--- src/rtl/msi_cap_pkg.sv ---
package msi_cap_pkg;

  localparam int CTRL_EN      = 0;
  localparam int CTRL_MMC_LSB = 1;
  localparam int CTRL_MME_LSB = 4;
  localparam int CTRL_A64     = 7;
  localparam int CTRL_PVM     = 8;

  typedef enum logic [2:0] {
    SEL_NONE, SEL_CTRL, SEL_ALO, SEL_AHI, SEL_DATA, SEL_MASK, SEL_PEND
  } cap_sel_e;

  function automatic int cap_dwords(bit a64, bit pvm);
    int nbytes;
    nbytes = pvm ? (a64 ? 24 : 20) : (a64 ? 14 : 10);
    return (nbytes + 3) / 4;
  endfunction

  function automatic logic [31:0] be_merge(logic [31:0] old_v, logic [31:0] new_v,
                                           logic [3:0] be);
    logic [31:0] r;
    r = old_v;
    for (int b = 0; b < 4; b++) begin
      if (be[b]) r[b*8 +: 8] = new_v[b*8 +: 8];
    end
    return r;
  endfunction

endpackage

--- src/rtl/msi_ctrl_reg.sv ---
module msi_ctrl_reg #(
  parameter int NUM_VEC = 8
) (
  input  logic       clk_i,
  input  logic       rst_ni,
  input  logic       we_i,
  input  logic [7:0] wbyte_i,
  output logic       en_o,
  output logic [2:0] mme_o
);
  import msi_cap_pkg::*;

  localparam logic [2:0] MMC = 3'($clog2(NUM_VEC));

  logic       en_q;
  logic [2:0] mme_q;
  logic [2:0] mme_req;

  assign mme_req = wbyte_i[CTRL_MME_LSB +: 3];

  always_ff @(posedge clk_i or negedge rst_ni) begin
    if (!rst_ni) begin
      en_q  <= 1'b0;
      mme_q <= 3'd0;
    end else if (we_i) begin
      en_q  <= wbyte_i[CTRL_EN];
      mme_q <= (mme_req > MMC) ? MMC : mme_req;  // silent clamp
    end
  end

  assign en_o  = en_q;
  assign mme_o = mme_q;

  p_mme_clamp_r3: assert property (@(posedge clk_i) disable iff (!rst_ni)
    mme_q <= MMC);

  p_en_hold_r2: assert property (@(posedge clk_i) disable iff (!rst_ni)
    !we_i |=> $stable(en_q));

endmodule

--- src/rtl/msi_msg_regs.sv ---
module msi_msg_regs #(
  parameter bit ADDR64 = 1'b1
) (
  input  logic        clk_i,
  input  logic        rst_ni,
  input  logic        we_alo_i,
  input  logic        we_ahi_i,
  input  logic        we_data_i,
  input  logic [3:0]  be_i,
  input  logic [31:0] wdata_i,
  output logic [31:0] alo_o,
  output logic [31:0] ahi_o,
  output logic [15:0] data_o
);
  import msi_cap_pkg::*;

  logic [31:0] alo_q;
  logic [15:0] data_q;

  always_ff @(posedge clk_i or negedge rst_ni) begin
    if (!rst_ni) begin
      alo_q  <= '0;
      data_q <= '0;
    end else begin
      if (we_alo_i)  alo_q  <= be_merge(alo_q, wdata_i, be_i) & 32'hFFFF_FFFC;
      if (we_data_i) data_q <= 16'(be_merge({16'h0, data_q}, wdata_i, be_i));
    end
  end

  generate
    if (ADDR64) begin : g_hi
      logic [31:0] ahi_q;
      always_ff @(posedge clk_i or negedge rst_ni) begin
        if (!rst_ni)       ahi_q <= '0;
        else if (we_ahi_i) ahi_q <= be_merge(ahi_q, wdata_i, be_i);
      end
      assign ahi_o = ahi_q;
    end else begin : g_no_hi
      assign ahi_o = '0;
    end
  endgenerate

  assign alo_o  = alo_q;
  assign data_o = data_q;

  p_alo_byte_r9: assert property (@(posedge clk_i) disable iff (!rst_ni)
    (we_alo_i && be_i[1]) |=> alo_q[15:8] == $past(wdata_i[15:8]));

  p_data_hold_r6: assert property (@(posedge clk_i) disable iff (!rst_ni)
    !we_data_i |=> $stable(data_q));

endmodule

--- src/rtl/msi_vec_regs.sv ---
module msi_vec_regs #(
  parameter int NUM_VEC = 8,
  parameter bit MASK_EN = 1'b1
) (
  input  logic               clk_i,
  input  logic               rst_ni,
  input  logic               we_mask_i,
  input  logic [3:0]         be_i,
  input  logic [31:0]        wdata_i,
  input  logic [NUM_VEC-1:0] set_i,
  input  logic [NUM_VEC-1:0] clr_i,
  output logic [NUM_VEC-1:0] mask_o,
  output logic [NUM_VEC-1:0] pend_o
);
  import msi_cap_pkg::*;

  generate
    if (MASK_EN) begin : g_mask
      logic [NUM_VEC-1:0] mask_q;
      logic [NUM_VEC-1:0] pend_q;
      always_ff @(posedge clk_i or negedge rst_ni) begin
        if (!rst_ni) begin
          mask_q <= '0;
          pend_q <= '0;
        end else begin
          if (we_mask_i)
            mask_q <= NUM_VEC'(be_merge(32'(mask_q), wdata_i, be_i));
          pend_q <= (pend_q | set_i) & ~clr_i;
        end
      end
      assign mask_o = mask_q;
      assign pend_o = pend_q;

      p_pend_set_r8: assert property (@(posedge clk_i) disable iff (!rst_ni)
        |(set_i & ~clr_i) |=> (pend_q & $past(set_i & ~clr_i)) == $past(set_i & ~clr_i));

      p_pend_clr_r8: assert property (@(posedge clk_i) disable iff (!rst_ni)
        |clr_i |=> (pend_q & $past(clr_i)) == '0);
    end else begin : g_no_mask
      assign mask_o = '0;
      assign pend_o = '0;
    end
  endgenerate

endmodule

--- src/rtl/msi_cap_regs.sv ---
module msi_cap_regs #(
  parameter int AW       = 6,
  parameter int CAP_BASE = 16,
  parameter int NUM_VEC  = 8,
  parameter bit ADDR64   = 1'b1,
  parameter bit MASK_EN  = 1'b1
) (
  input  logic               clk_i,
  input  logic               rst_ni,
  input  logic [AW-1:0]      cfg_addr_i,
  input  logic               cfg_we_i,
  input  logic [3:0]         cfg_be_i,
  input  logic [31:0]        cfg_wdata_i,
  output logic [31:0]        cfg_rdata_o,
  input  logic [NUM_VEC-1:0] pend_set_i,
  input  logic [NUM_VEC-1:0] pend_clr_i,
  input  logic               intx_req_i,
  output logic               intx_o,
  output logic               msi_en_o,
  output logic [2:0]         msi_mme_o,
  output logic [63:0]        msg_addr_o,
  output logic [15:0]        msg_data_o,
  output logic [NUM_VEC-1:0] vec_mask_o,
  output logic [NUM_VEC-1:0] vec_pend_o
);
  import msi_cap_pkg::*;

  localparam int          CAP_DW   = cap_dwords(ADDR64, MASK_EN);
  localparam logic [AW-1:0] BASE   = AW'(CAP_BASE);
  localparam logic [AW-1:0] OFF_DATA = ADDR64 ? AW'(3) : AW'(2);
  localparam logic [AW-1:0] OFF_MASK = OFF_DATA + AW'(1);
  localparam logic [AW-1:0] OFF_PEND = OFF_DATA + AW'(2);
  localparam logic [2:0]  MMC      = 3'($clog2(NUM_VEC));

  logic [AW-1:0] off;
  logic          in_win;
  cap_sel_e      sel;

  assign off    = cfg_addr_i - BASE;
  assign in_win = (cfg_addr_i >= BASE) && (off < AW'(CAP_DW));

  always_comb begin
    sel = SEL_NONE;
    if (in_win) begin
      if (off == AW'(0))                 sel = SEL_CTRL;
      else if (off == AW'(1))            sel = SEL_ALO;
      else if (ADDR64 && off == AW'(2))  sel = SEL_AHI;
      else if (off == OFF_DATA)          sel = SEL_DATA;
      else if (MASK_EN && off == OFF_MASK) sel = SEL_MASK;
      else if (MASK_EN && off == OFF_PEND) sel = SEL_PEND;
    end
  end

  logic        en;
  logic [2:0]  mme;
  logic [31:0] alo, ahi;
  logic [15:0] mdata;
  logic [NUM_VEC-1:0] mask, pend;

  msi_ctrl_reg #(.NUM_VEC(NUM_VEC)) u_ctrl (
    .clk_i   (clk_i),
    .rst_ni  (rst_ni),
    .we_i    (cfg_we_i && sel == SEL_CTRL && cfg_be_i[2]),
    .wbyte_i (cfg_wdata_i[23:16]),
    .en_o    (en),
    .mme_o   (mme)
  );

  msi_msg_regs #(.ADDR64(ADDR64)) u_msg (
    .clk_i     (clk_i),
    .rst_ni    (rst_ni),
    .we_alo_i  (cfg_we_i && sel == SEL_ALO),
    .we_ahi_i  (cfg_we_i && sel == SEL_AHI),
    .we_data_i (cfg_we_i && sel == SEL_DATA),
    .be_i      (cfg_be_i),
    .wdata_i   (cfg_wdata_i),
    .alo_o     (alo),
    .ahi_o     (ahi),
    .data_o    (mdata)
  );

  msi_vec_regs #(.NUM_VEC(NUM_VEC), .MASK_EN(MASK_EN)) u_vec (
    .clk_i     (clk_i),
    .rst_ni    (rst_ni),
    .we_mask_i (cfg_we_i && sel == SEL_MASK),
    .be_i      (cfg_be_i),
    .wdata_i   (cfg_wdata_i),
    .set_i     (pend_set_i),
    .clr_i     (pend_clr_i),
    .mask_o    (mask),
    .pend_o    (pend)
  );

  logic [15:0] ctrl_word;
  always_comb begin
    ctrl_word = '0;
    ctrl_word[CTRL_EN]              = en;
    ctrl_word[CTRL_MMC_LSB +: 3]    = MMC;
    ctrl_word[CTRL_MME_LSB +: 3]    = mme;
    ctrl_word[CTRL_A64]             = ADDR64;
    ctrl_word[CTRL_PVM]             = MASK_EN;
  end

  always_comb begin
    unique case (sel)
      SEL_CTRL: cfg_rdata_o = {ctrl_word, 16'h0};
      SEL_ALO:  cfg_rdata_o = alo;
      SEL_AHI:  cfg_rdata_o = ahi;
      SEL_DATA: cfg_rdata_o = {16'h0, mdata};
      SEL_MASK: cfg_rdata_o = 32'(mask);
      SEL_PEND: cfg_rdata_o = 32'(pend);
      default:  cfg_rdata_o = '0;
    endcase
  end

  assign intx_o     = intx_req_i & ~en;
  assign msi_en_o   = en;
  assign msi_mme_o  = mme;
  assign msg_addr_o = {ahi, alo};
  assign msg_data_o = mdata;
  assign vec_mask_o = mask;
  assign vec_pend_o = pend;

  p_intx_quiet_r11: assert property (@(posedge clk_i) disable iff (!rst_ni)
    msi_en_o |-> !intx_o);

  p_outside_zero_r10: assert property (@(posedge clk_i) disable iff (!rst_ni)
    (cfg_addr_i < BASE) |-> cfg_rdata_o == 32'h0);

endmodule

--- config.mk ---
export PLATFORM = sky130hd
export DESIGN_NAME = msi_cap_regs
export DESIGN_NICKNAME = d
export VERILOG_FILES = /design/src/rtl/msi_cap_pkg.sv /design/src/rtl/msi_ctrl_reg.sv /design/src/rtl/msi_msg_regs.sv /design/src/rtl/msi_vec_regs.sv /design/src/rtl/msi_cap_regs.sv
export SDC_FILE = /design/constraint.sdc
export NUM_CORES = 1
export LEC_CHECK = 0
export ABC_AREA = 1
export BUFFER_PORTS_ARGS = -buffer_cell sky130_fd_sc_hd__buf_2
export CORE_MARGIN = 2
export CORE_UTILIZATION = 53
export DETAILED_ROUTE_END_ITERATION = 8
export HOLD_SLACK_MARGIN = 0.12
export PLACE_DENSITY = 0.86
export SLEW_MARGIN = 20
export SYNTH_ARGS = -nofsm -noshare
export SYNTH_HDL_FRONTEND = slang
export SYNTH_SLANG_ARGS = --single-unit
export TNS_END_PERCENT = 10
--- constraint.sdc ---
create_clock -name clk_i -period 2.35 [get_ports clk_i]
set_input_delay 0 -clock clk_i [delete_from_list [all_inputs] [get_ports clk_i]]
set_output_delay 0 -clock clk_i [all_outputs]
set_load 0.05 [all_outputs]
## Yosys cells after proc, flatten, opt, wreduce, memory -nomap -nowiden

Cells that the tools add are included.

| word-level totals | value |
|---|---|
| flip-flop bits (word level) | 98 |
| input bits | 62 |
| word-level logic and storage cells | 62 |

| operators by class | value |
|---|---|
| add/subtract/negate cells | 1 |
| order comparisons | 3 |
| equality and inequality tests | 11 |
| muxes and demuxes | 9 |
| bitwise logic cells | 5 |
| reductions and logical operators | 19 |

Operator list:

| cell | count |
|---|---|
| $pmux 32 s6 | 1 |
| $mux 3 | 8 |
| $reduce_and 2->1 | 11 |
| $eq 6x2->1 const B | 2 |
| $eq 6x3->1 const B | 2 |
| $eq 3x3->1 const B | 3 |
| $and 8x8->8 | 1 |
| $not 8->8 | 1 |
| $or 8x8->8 | 1 |
| $logic_and 1x1->1 | 7 |
| $eq 3x2->1 const B | 2 |
| $eq 6x1->1 const B | 1 |
| $ge 6x5->1 const B | 1 |
| $logic_not 6->1 | 1 |
| $lt 6x3->1 const B | 1 |
| $sub 6x5->6 const B | 1 |
| $eq 3x1->1 const B | 1 |
| $gt 3x2->1 const B | 1 |
| $and 1x1->1 | 1 |
| $not 1->1 | 1 |

## Longest topological paths before layout

Gate-level depths: netlist (run 1).

| logic depth | value |
|---|---|
| depth in word-level cells | 12 |
| gate-level depth with buffers | 8 |

## Cells and area by module

A second synthesis (run 1) with hierarchy kept.

| unflattened totals | value |
|---|---|
| cells, all modules | 634 |
| area, all modules | 4903.5 um2 |

Modules (own cells, without submodules):

| module | instances | cells each | area an instance (um2) | seq. area each (um2) |
|---|---|---|---|---|
| msi_msg_regs | 1 | 345 | 3216.8 | 1951.9 |
| msi_cap_regs | 1 | 214 | 935.9 | 0.0 |
| msi_vec_regs | 1 | 59 | 603.1 | 400.4 |
| msi_ctrl_reg | 1 | 16 | 147.6 | 100.1 |

## Worst setup path before layout (run 1)

OpenSTA, ideal clock, no wires.

| timing | value |
|---|---|
| path kind | register to output |
| start point | register u_msg.alo_q[19], in the netlist u_msg.alo_o[19] |
| end point | output cfg_rdata_o[19] |
| arrival time | 1.821 ns |
| data required time | 2.350 ns |
| slack | 0.529 ns |
| cell stages (with the launch flop) | 3 |
| path buffers | 0 |
| cells stage by stage | dfrtp_1 inv_1 o21ai_0 |

| between the ends | value |
|---|---|
| longest elaborated chain between the ends | 1 |

Ends and longest elaborated chain:

| item | line | RTL |
|---|---|---|
| start: declaration | msi_msg_regs.sv:17 | `logic [31:0] alo_q;` |
| start signal: assignment | msi_msg_regs.sv:25 | `if (we_alo_i) alo_q <= be_merge(alo_q, wdata_i, be_i) & 32'hFFFF_FFFC;` |
| $pmux 32 s6 | msi_cap_regs.sv:105 | `unique case (sel)` |
| end: declaration | msi_cap_regs.sv:14 | `output logic [31:0] cfg_rdata_o,` |

Every way passes these cells.

## Worst setup path after layout (run 1)

| timing | value |
|---|---|
| start point | input cfg_addr_i[5] |
| end point | output cfg_rdata_o[22] |

| between the ends | value |
|---|---|
| longest elaborated chain between the ends | 11 |
| elaborated cells between the ends (all ways) | 24 |
| those cells by class | add/sub: 1; order compare: 2; eq/ne: 11; mux: 8; reduce/logical: 2 |

Ends and longest elaborated chain:

| item | line | RTL |
|---|---|---|
| start: declaration | msi_cap_regs.sv:10 | `input logic [AW-1:0] cfg_addr_i,` |
| $sub 6x5->6 | msi_cap_regs.sv:39 | `assign off = cfg_addr_i - BASE;` |
| $eq 6x3->1 | msi_cap_regs.sv:50 | `else if (MASK_EN && off == OFF_PEND) sel = SEL_PEND;` |
| $mux 3 | msi_cap_regs.sv:50 |  |
| $mux 3 | msi_cap_regs.sv:49 | `else if (MASK_EN && off == OFF_MASK) sel = SEL_MASK;` |
| $mux 3 | msi_cap_regs.sv:48 | `else if (off == OFF_DATA) sel = SEL_DATA;` |
| $mux 3 | msi_cap_regs.sv:47 | `else if (ADDR64 && off == AW'(2)) sel = SEL_AHI;` |
| $mux 3 | msi_cap_regs.sv:46 | `else if (off == AW'(1)) sel = SEL_ALO;` |
| $mux 3 | msi_cap_regs.sv:45 | `if (off == AW'(0)) sel = SEL_CTRL;` |
| $mux 3 * | msi_cap_regs.sv:44 | `if (in_win) begin` |
| $eq 3x3->1, or another cell as far along | msi_cap_regs.sv:105 |  |
| $pmux 32 s6 * | msi_cap_regs.sv:105 |  |

Every way passes the cells marked *; elsewhere a longest branch is shown, timed or not.

==> flow_results.xml, run 1 <==
<?xml version="1.0" encoding="UTF-8"?>
<metrics>
  <group name="routing">
    <metric name="drt-total-wl" unit="um">15100</metric>
    <metric name="detailroute.via_count" unit="">5098</metric>
    <metric name="postRouteAntennaNets" unit="">0</metric>
    <metric name="route.detailed.drc" unit="">0</metric>
    <metric name="dr.pass1.iters" unit="">5</metric>
    <metric name="routedWlPerCell" unit="um">15.5</metric>
    <metric name="drtIter0Drc" unit="">352</metric>
    <metric name="drt-vias-per-instance" unit="">5.26</metric>
  </group>
  <group name="placed_design">
    <metric name="detailedPlacementHpwl" unit="um">10400</metric>
    <metric name="placed_cell_area" unit="um2">5880</metric>
    <metric name="placedCellCount" unit="">903</metric>
    <metric name="gp_congestion" unit="">0.891</metric>
    <metric name="port_buffers" unit="">192</metric>
  </group>
  <group name="critical_path">
    <metric name="class_of_the_most_critical_setup_path" unit="">input pin to output port</metric>
    <metric name="max_stage_delay_cell_worst_path" unit="">sky130_fd_sc_hd__nor2_8</metric>
    <metric name="crit_chain" unit="">buf_2 &gt; nor2_8 &gt; nand2_4 &gt; clkinv_1 &gt; nand2_1 &gt; o211ai_1 &gt; buf_2</metric>
    <metric name="rrSetupSlack" unit="ns">1.07</metric>
    <metric name="cp_num_buf_inv" unit="">3</metric>
    <metric name="start_kind" unit="">input pin</metric>
    <metric name="worstSetupEndpointType" unit="">output port</metric>
    <metric name="crit_top_cell" unit="">sky130_fd_sc_hd__buf_2</metric>
    <metric name="critical_path.startpoint" unit="">cfg_addr_i[5]</metric>
    <metric name="critPathTopFamily" unit="">simple AND/OR/NAND/NOR gates</metric>
    <metric name="crit-reg2reg-launch" unit="">u_vec.pend_o[3]</metric>
    <metric name="critical_path.max_stage_delay" unit="ns">0.39</metric>
    <metric name="r2r.worst_path.cells" unit="">3</metric>
    <metric name="worstReg2RegEnd" unit="">u_vec.pend_o[3]</metric>
    <metric name="critPathArrivalTime" unit="ns">1.62</metric>
    <metric name="crit_end" unit="">cfg_rdata_o[22]</metric>
    <metric name="required" unit="ns">2.35</metric>
    <metric name="crit_fanout" unit="">25</metric>
    <metric name="critical_path_depth" unit="">7</metric>
  </group>
  <group name="timing">
    <metric name="rsz_0062_raised_after_global_routing" unit="">no</metric>
    <metric name="timing.final.setup_violations" unit="">0</metric>
    <metric name="drv_slew" unit="">0</metric>
    <metric name="shortest_clock_period_the_worst_path_allows_after_layout" unit="ns">1.62</metric>
    <metric name="final.period_utilization" unit="%">68.8</metric>
    <metric name="clock-skew-final" unit="ns">0</metric>
    <metric name="max-slew-margin-rel" unit="%">53.2</metric>
    <metric name="fmax" unit="GHz">0.618</metric>
    <metric name="final_hold_slack" unit="ns">0.160</metric>
    <metric name="finalSetupTns" unit="ns">0</metric>
    <metric name="worst-slew-pin-transition" unit="ns">0.701</metric>
    <metric name="hold_violations" unit="">0</metric>
  </group>
  <group name="synthesis">
    <metric name="synth_seq_area_share" unit="%">50.4</metric>
    <metric name="post_synth_main_area_contributors" unit="">sky130_fd_sc_hd__dfrtp_1, sky130_fd_sc_hd__nand2_1, sky130_fd_sc_hd__inv_1</metric>
    <metric name="synth_commonest_cells" unit="">sky130_fd_sc_hd__nand2_1, sky130_fd_sc_hd__dfrtp_1, sky130_fd_sc_hd__inv_1</metric>
    <metric name="mean_post_synth_cell_area" unit="um2">7.85</metric>
    <metric name="synth.most_common_cell" unit="">sky130_fd_sc_hd__nand2_1</metric>
    <metric name="post_synthesis_cell_area" unit="um2">4860</metric>
    <metric name="async_reset_ff_share" unit="%">100</metric>
    <metric name="ys_ff_latch" unit="">98</metric>
    <metric name="synth_cell_types" unit="">26</metric>
    <metric name="synth_enable_flop_cells" unit="">0</metric>
    <metric name="netlist_instances" unit="">620</metric>
    <metric name="synth_top_flop_cell" unit="">sky130_fd_sc_hd__dfrtp_1</metric>
    <metric name="yosysWarnings" unit="">0</metric>
    <metric name="synth_top_area_share" unit="%">50.4</metric>
    <metric name="yosys.area.top_type" unit="">sky130_fd_sc_hd__dfrtp_1</metric>
  </group>
  <group name="layout">
    <metric name="area.growth.synth_to_final" unit="%">35.6</metric>
    <metric name="finalInstanceArea" unit="um2">6600</metric>
    <metric name="final_layout_size_suffix_gt1_share" unit="%">27.7</metric>
    <metric name="fillers" unit="">652</metric>
    <metric name="register_area" unit="um2">2450</metric>
    <metric name="final_nets" unit="">919</metric>
    <metric name="insertedDiodeCount" unit="">0</metric>
    <metric name="multi_input_area" unit="um2">1930</metric>
    <metric name="final_core_util" unit="%">74.9</metric>
    <metric name="final-instance-count-excl-fill" unit="">970</metric>
  </group>
  <group name="clock_network">
    <metric name="tritoncts" unit="">yes</metric>
    <metric name="worstSkewPairLatency" unit="ns">0.34</metric>
    <metric name="clock_path_buffers" unit="">2</metric>
    <metric name="cts_buffers" unit="">9</metric>
    <metric name="cts.htree.levels" unit="">3</metric>
    <metric name="post-cts-setup-buffer-count" unit="">0</metric>
    <metric name="cts_sinks" unit="">98</metric>
    <metric name="clock_root_cell" unit="">sky130_fd_sc_hd__clkbuf_8</metric>
    <metric name="cts_resized" unit="">0</metric>
    <metric name="worst_setup_hold_path_clk_slew" unit="ns">0.11</metric>
  </group>
  <group name="grt">
    <metric name="grt_pass1_wl" unit="um">24200</metric>
    <metric name="global_route.overflow_total" unit="">0</metric>
    <metric name="grt_start_max_net_pins" unit="">56</metric>
    <metric name="first_global_vias" unit="">5004</metric>
    <metric name="initial_antenna_violation_count" unit="">0</metric>
    <metric name="grt.total_usage" unit="%">30.5</metric>
  </group>
  <group name="die">
    <metric name="die_h" unit="um">99.8</metric>
    <metric name="die_x" unit="um">99.8</metric>
    <metric name="floorplan.initialDensity" unit="%">55.2</metric>
    <metric name="pin_count" unit="">195</metric>
    <metric name="core_area" unit="um2">8810</metric>
    <metric name="fp-row-count" unit="">34</metric>
    <metric name="die_area" unit="um2">9960</metric>
  </group>
  <group name="min_path">
    <metric name="hold_class" unit="">input pin to async pin</metric>
  </group>
  <group name="power">
    <metric name="peakVddDrop" unit="uV">408</metric>
    <metric name="cellPowerDensity" unit="nW/um2">662</metric>
    <metric name="power.leakage" unit="nW">3.85</metric>
  </group>
  <group name="run">
    <metric name="cap_violations" unit="">0</metric>
  </group>
  <group name="outcome">
    <metric name="status" unit="">complete, no violations</metric>
  </group>
</metrics>
[cells by family after synthesis]
logic type | Yosys count | share of synthesized area [%]
AOI/OAI and AO/OA | 82 | 9.21
buffers and inverters | 117 | 10.1
DFF | 98 | 50.4
other | 1 | 0.0771
and+or+nand+nor | 322 | 30.2
[metal layers]
metal	vias to the layer above	global-route usage [%]	wire [um]
li1	2405	-	-
met5	-	0	0
met3	55	5.43	1150
met4	0	12.3	564
met1	2361	39.9	6110
met2	277	50.6	7240
[power breakdown]
| group | switching, mW | internal (mW) | total [mW] |
|---|---|---|---|
| clock | 0.618 | 0.531 | 1.15 |
| combinational | 0.944 | 0.300 | 1.24 |
| sequential | 0.130 | 1.84 | 1.97 |
| total | 1.69 | 2.68 | 4.37 |
[flip-flops by register name, summed over array words and instances (netlist names)]
signal and count:
u_msg.alo_o 30, u_msg.ahi_o 32, u_vec.pend_o 8, u_ctrl.mme_o 3, u_ctrl.en_o 1, u_vec.mask_o 8, u_msg.data_o 16
[cells in the final DEF (no fill, tap or decap), types with 11 or more instances in the layout]
cell / synthesis / layout
sky130_fd_sc_hd__nand2_1: 216 / 216
sky130_fd_sc_hd__buf_2: 12 / 191
sky130_fd_sc_hd__dfrtp_1: 98 / 98
sky130_fd_sc_hd__inv_1: 89 / 89
sky130_fd_sc_hd__o21ai_0: 51 / 51
sky130_fd_sc_hd__dlygate4sd3_1: 0 / 51
sky130_fd_sc_hd__nand3_1: 41 / 41
sky130_fd_sc_hd__nor2_1: 30 / 30
sky130_fd_sc_hd__o211ai_1: 15 / 15
sky130_fd_sc_hd__o21ai_1: 13 / 13
sky130_fd_sc_hd__nand4_1: 11 / 11
[final cells by class]
class                           count  area share, %
Clock inverter                      5          0.929
Inverter                           94           5.35
Tap cell                          108           2.05
Clock buffer                       11           2.14
Multi-Input combinational cell    406           29.2
Timing Repair Buffer              248           23.1
Sequential cell                    98           37.2
[metrics by stage]
stage | setup WS (ns) | power [mW]
finish | 0.732 | 4.37
global route | 0.560 | 4.52
CTS | 0.738 | 4.36
detailed placement | 0.640 | 3.17
global placement | 0.793 | 3.14
floorplan | 0.529 | 2.81
[how the worst min path moves through the flow]
| stage | slack (ns) | endpoint |
|---|---|---|
| after floorplan | -0.30 | u_ctrl.en_o |
| after global placement | 0.02 | u_vec.pend_o[5] |
| after detailed placement | 0.04 | u_msg.alo_o[25] |
| after CTS | 0.16 | u_msg.ahi_o[7] |
| after global routing | 0.18 | u_msg.alo_o[31] |
| final | 0.16 | u_msg.alo_o[25] |
[what timing repair did]
| action | CTS | global route |
|---|---|---|
| endpoints found under the setup margin | 0 | 0 |
| hold buffers | 51 | 0 |
| hold endpoints to repair | 140 | 0 |
No activity file was read; power rests on OpenSTA's default activity.
==> run 2: changes to the inputs <==
--- a/config.mk
+++ b/config.mk
@@ -8,10 +8,10 @@
 export ABC_AREA = 1
 export BUFFER_PORTS_ARGS = -buffer_cell sky130_fd_sc_hd__buf_2
 export CORE_MARGIN = 2
-export CORE_UTILIZATION = 53
+export CORE_UTILIZATION = 49
 export DETAILED_ROUTE_END_ITERATION = 8
 export HOLD_SLACK_MARGIN = 0.12
-export PLACE_DENSITY = 0.86
+export PLACE_DENSITY = 0.81
 export SLEW_MARGIN = 20
 export SYNTH_ARGS = -nofsm -noshare
 export SYNTH_HDL_FRONTEND = slang
==> constraint.sdc (replaced) <==
create_clock -name clk_i -period 1.5 [get_ports clk_i]
set_input_delay 0 -clock clk_i [delete_from_list [all_inputs] [get_ports clk_i]]
set_output_delay 0 -clock clk_i [all_outputs]
set_load 0.05 [all_outputs]
==> run 2 against run 1 <==
Against the previous run: register-to-register slack worse by 0.83 ns; worst hold slack about the same; global-route usage down 1.4 points; wire length up 3.6%; power up 57%; combinational power up 60%; count of clock-buffer cells in the layout up 1; critical path type unchanged; critical endpoint unchanged; largest cell class unchanged; highest routed layer unchanged.
==> flow_results.xml, run 2 (synthesis gave the netlist of run 1 again) <==
<?xml version="1.0" encoding="UTF-8"?>
<metrics>
  <group name="placed_design">
    <metric name="gp_congestion" unit="">0.885</metric>
    <metric name="placed_cell_area" unit="um2">6020</metric>
    <metric name="dp_worst_setup_slack" unit="ns">0.0922</metric>
    <metric name="placedCellCount" unit="">941</metric>
    <metric name="port_buffers" unit="">192</metric>
    <metric name="detailedPlacementHpwl" unit="um">11000</metric>
  </group>
  <group name="layout">
    <metric name="final-instance-count-excl-fill" unit="">1009</metric>
    <metric name="mostFrequentLayoutCell" unit="">sky130_fd_sc_hd__nand2_1</metric>
    <metric name="final_layout_size_suffix_gt1_share" unit="%">28.9</metric>
    <metric name="finalInstanceArea" unit="um2">6750</metric>
    <metric name="final_nets" unit="">933</metric>
    <metric name="area.growth.synth_to_final" unit="%">38.7</metric>
    <metric name="insertedDiodeCount" unit="">0</metric>
    <metric name="most-common-layout-cells" unit="">sky130_fd_sc_hd__nand2_1, sky130_fd_sc_hd__buf_2, sky130_fd_sc_hd__dfrtp_1</metric>
    <metric name="fillers" unit="">756</metric>
    <metric name="largest_register_ffs" unit="">32</metric>
  </group>
  <group name="critical_path">
    <metric name="r2r.worst_path.cells" unit="">3</metric>
    <metric name="critPathArrivalTime" unit="ns">1.39</metric>
    <metric name="crit_fanout" unit="">19</metric>
    <metric name="crit-reg2reg-launch" unit="">u_vec.pend_o[2]</metric>
    <metric name="required" unit="ns">1.50</metric>
    <metric name="class_of_the_most_critical_setup_path" unit="">input pin to output port</metric>
    <metric name="crit_end" unit="">cfg_rdata_o[22]</metric>
    <metric name="critical_path.startpoint" unit="">cfg_addr_i[1]</metric>
    <metric name="rrSetupSlack" unit="ns">0.24</metric>
    <metric name="worstSetupEndpointType" unit="">output port</metric>
    <metric name="start_kind" unit="">input pin</metric>
    <metric name="worstReg2RegEnd" unit="">u_vec.pend_o[2]</metric>
  </group>
  <group name="routing">
    <metric name="detailroute.via_count" unit="">5128</metric>
    <metric name="drt-total-wl" unit="um">15600</metric>
    <metric name="highest-signal-layer" unit="">met4</metric>
    <metric name="dr.pass1.iters" unit="">5</metric>
    <metric name="route.detailed.drc" unit="">0</metric>
    <metric name="drtIter0Drc" unit="">241</metric>
    <metric name="drt-vias-per-instance" unit="">5.08</metric>
    <metric name="postRouteAntennaNets" unit="">0</metric>
    <metric name="routedWlPerCell" unit="um">15.5</metric>
    <metric name="m1WireLength" unit="um">6410</metric>
    <metric name="wl_met3" unit="um">1250</metric>
    <metric name="detailroute.wirelength.met2" unit="um">7460</metric>
  </group>
  <group name="grt">
    <metric name="grt_pass1_wl" unit="um">25000</metric>
    <metric name="initial_antenna_violation_count" unit="">0</metric>
    <metric name="grt_start_max_net_pins" unit="">61</metric>
    <metric name="first_global_vias" unit="">5141</metric>
    <metric name="global_route.overflow_total" unit="">0</metric>
    <metric name="grt.total_usage" unit="%">29.1</metric>
  </group>
  <group name="power">
    <metric name="cellPowerDensity" unit="nW/um2">1020</metric>
    <metric name="power.leakage" unit="nW">3.92</metric>
    <metric name="peakVddDrop" unit="uV">784</metric>
  </group>
  <group name="timing">
    <metric name="hold_violations" unit="">0</metric>
    <metric name="shortest_clock_period_the_worst_path_allows_after_layout" unit="ns">1.39</metric>
    <metric name="layout_setup_ws" unit="ns">0.109</metric>
    <metric name="final_hold_slack" unit="ns">0.160</metric>
    <metric name="timing.final.setup_violations" unit="">0</metric>
    <metric name="final.period_utilization" unit="%">92.7</metric>
    <metric name="fmax" unit="GHz">0.719</metric>
    <metric name="rsz_0062_raised_after_global_routing" unit="">no</metric>
    <metric name="clock-skew-final" unit="ns">0</metric>
    <metric name="drv_slew" unit="">0</metric>
  </group>
  <group name="clock_network">
    <metric name="cts_buffers" unit="">9</metric>
    <metric name="tritoncts" unit="">yes</metric>
    <metric name="cts.htree.levels" unit="">3</metric>
    <metric name="post-cts-setup-buffer-count" unit="">0</metric>
    <metric name="clock_path_buffers" unit="">2</metric>
    <metric name="cts_sinks" unit="">98</metric>
    <metric name="clock_root_cell" unit="">sky130_fd_sc_hd__clkbuf_8</metric>
    <metric name="worstSkewPairLatency" unit="ns">0.36</metric>
    <metric name="worst_setup_hold_path_clk_slew" unit="ns">0.10</metric>
  </group>
  <group name="min_path">
    <metric name="hold_class" unit="">input pin to register</metric>
  </group>
  <group name="die">
    <metric name="die_x" unit="um">104</metric>
    <metric name="die_h" unit="um">104</metric>
    <metric name="pin_count" unit="">195</metric>
    <metric name="floorplan.initialDensity" unit="%">50.2</metric>
    <metric name="fp-row-count" unit="">36</metric>
    <metric name="die_area" unit="um2">10700</metric>
    <metric name="core_area" unit="um2">9680</metric>
  </group>
  <group name="run">
    <metric name="cap_violations" unit="">0</metric>
  </group>
  <group name="outcome">
    <metric name="status" unit="">complete, no violations</metric>
  </group>
</metrics>
-- run 2: layer usage --
metal	track usage [%]	up-vias
met2	47.1	293
met3	6.73	49
met4	14.2	0
li1	-	2436
met1	36.9	2350
met5	0	-
-- run 2: stage by stage --
step,power (mW),util (%),TNS [ns]
after global routing,7.13,69.7,0
after CTS,6.87,69.7,0
after global placement,4.96,62.2,0
after detailed placement,5.00,62.2,0
final,6.88,69.7,0
after floorplan,4.40,-,-0.430
-- run 2: timing repair --
| item | CTS | global route |
|---|---|---|
| hold buffers | 52 | 0 |
| gates resized for setup | 0 | 1 |
| endpoints found under the setup margin | 0 | 1 |
| hold endpoints to repair | 195 | 0 |
-- run 2: worst min path at each step --
stage / depth (start not counted) / slack, ns / to / from
after global placement: 1 / -0.07 / u_vec.pend_o[0] / rst_ni
after global routing: 6 / 0.19 / u_msg.ahi_o[15] / cfg_be_i[1]
final: 4 / 0.16 / u_msg.alo_o[29] / cfg_addr_i[5]
after floorplan: 0 / -0.30 / u_ctrl.en_o / rst_ni
after detailed placement: 1 / -0.06 / u_vec.pend_o[0] / rst_ni
after CTS: 4 / 0.15 / u_msg.alo_o[26] / cfg_addr_i[5]
-- run 2: final cells by class --
type	instances	area [um2]	share of cell area, %
flip-flops and latches	98	2450	36.3
multi-input cells	406	1920	28.5
repair buffers	262	1640	24.4
inverters	94	357	5.28
well taps	133	166	2.47
clock buffers	12	155	2.30
clock inverters	4	50.0	0.742
-- run 2: report_power, final --
part           leakage, nW  internal [mW]  switching (mW)
Sequential            1.22           2.89           0.212
Combinational         2.60          0.492            1.48
Clock               0.0986          0.861           0.939
Total                 3.92           4.24            2.63
-- run 2: critical path, cell delays in order --
cell and delay (ns):
sky130_fd_sc_hd__buf_2 0.13, sky130_fd_sc_hd__inv_1 0.05, sky130_fd_sc_hd__nand2_1 0.14, sky130_fd_sc_hd__nor2_8 0.20
sky130_fd_sc_hd__nand2_4 0.20, sky130_fd_sc_hd__clkinvlp_4 0.22, sky130_fd_sc_hd__nand2_1 0.07, sky130_fd_sc_hd__o211ai_1 0.08
sky130_fd_sc_hd__buf_2 0.29
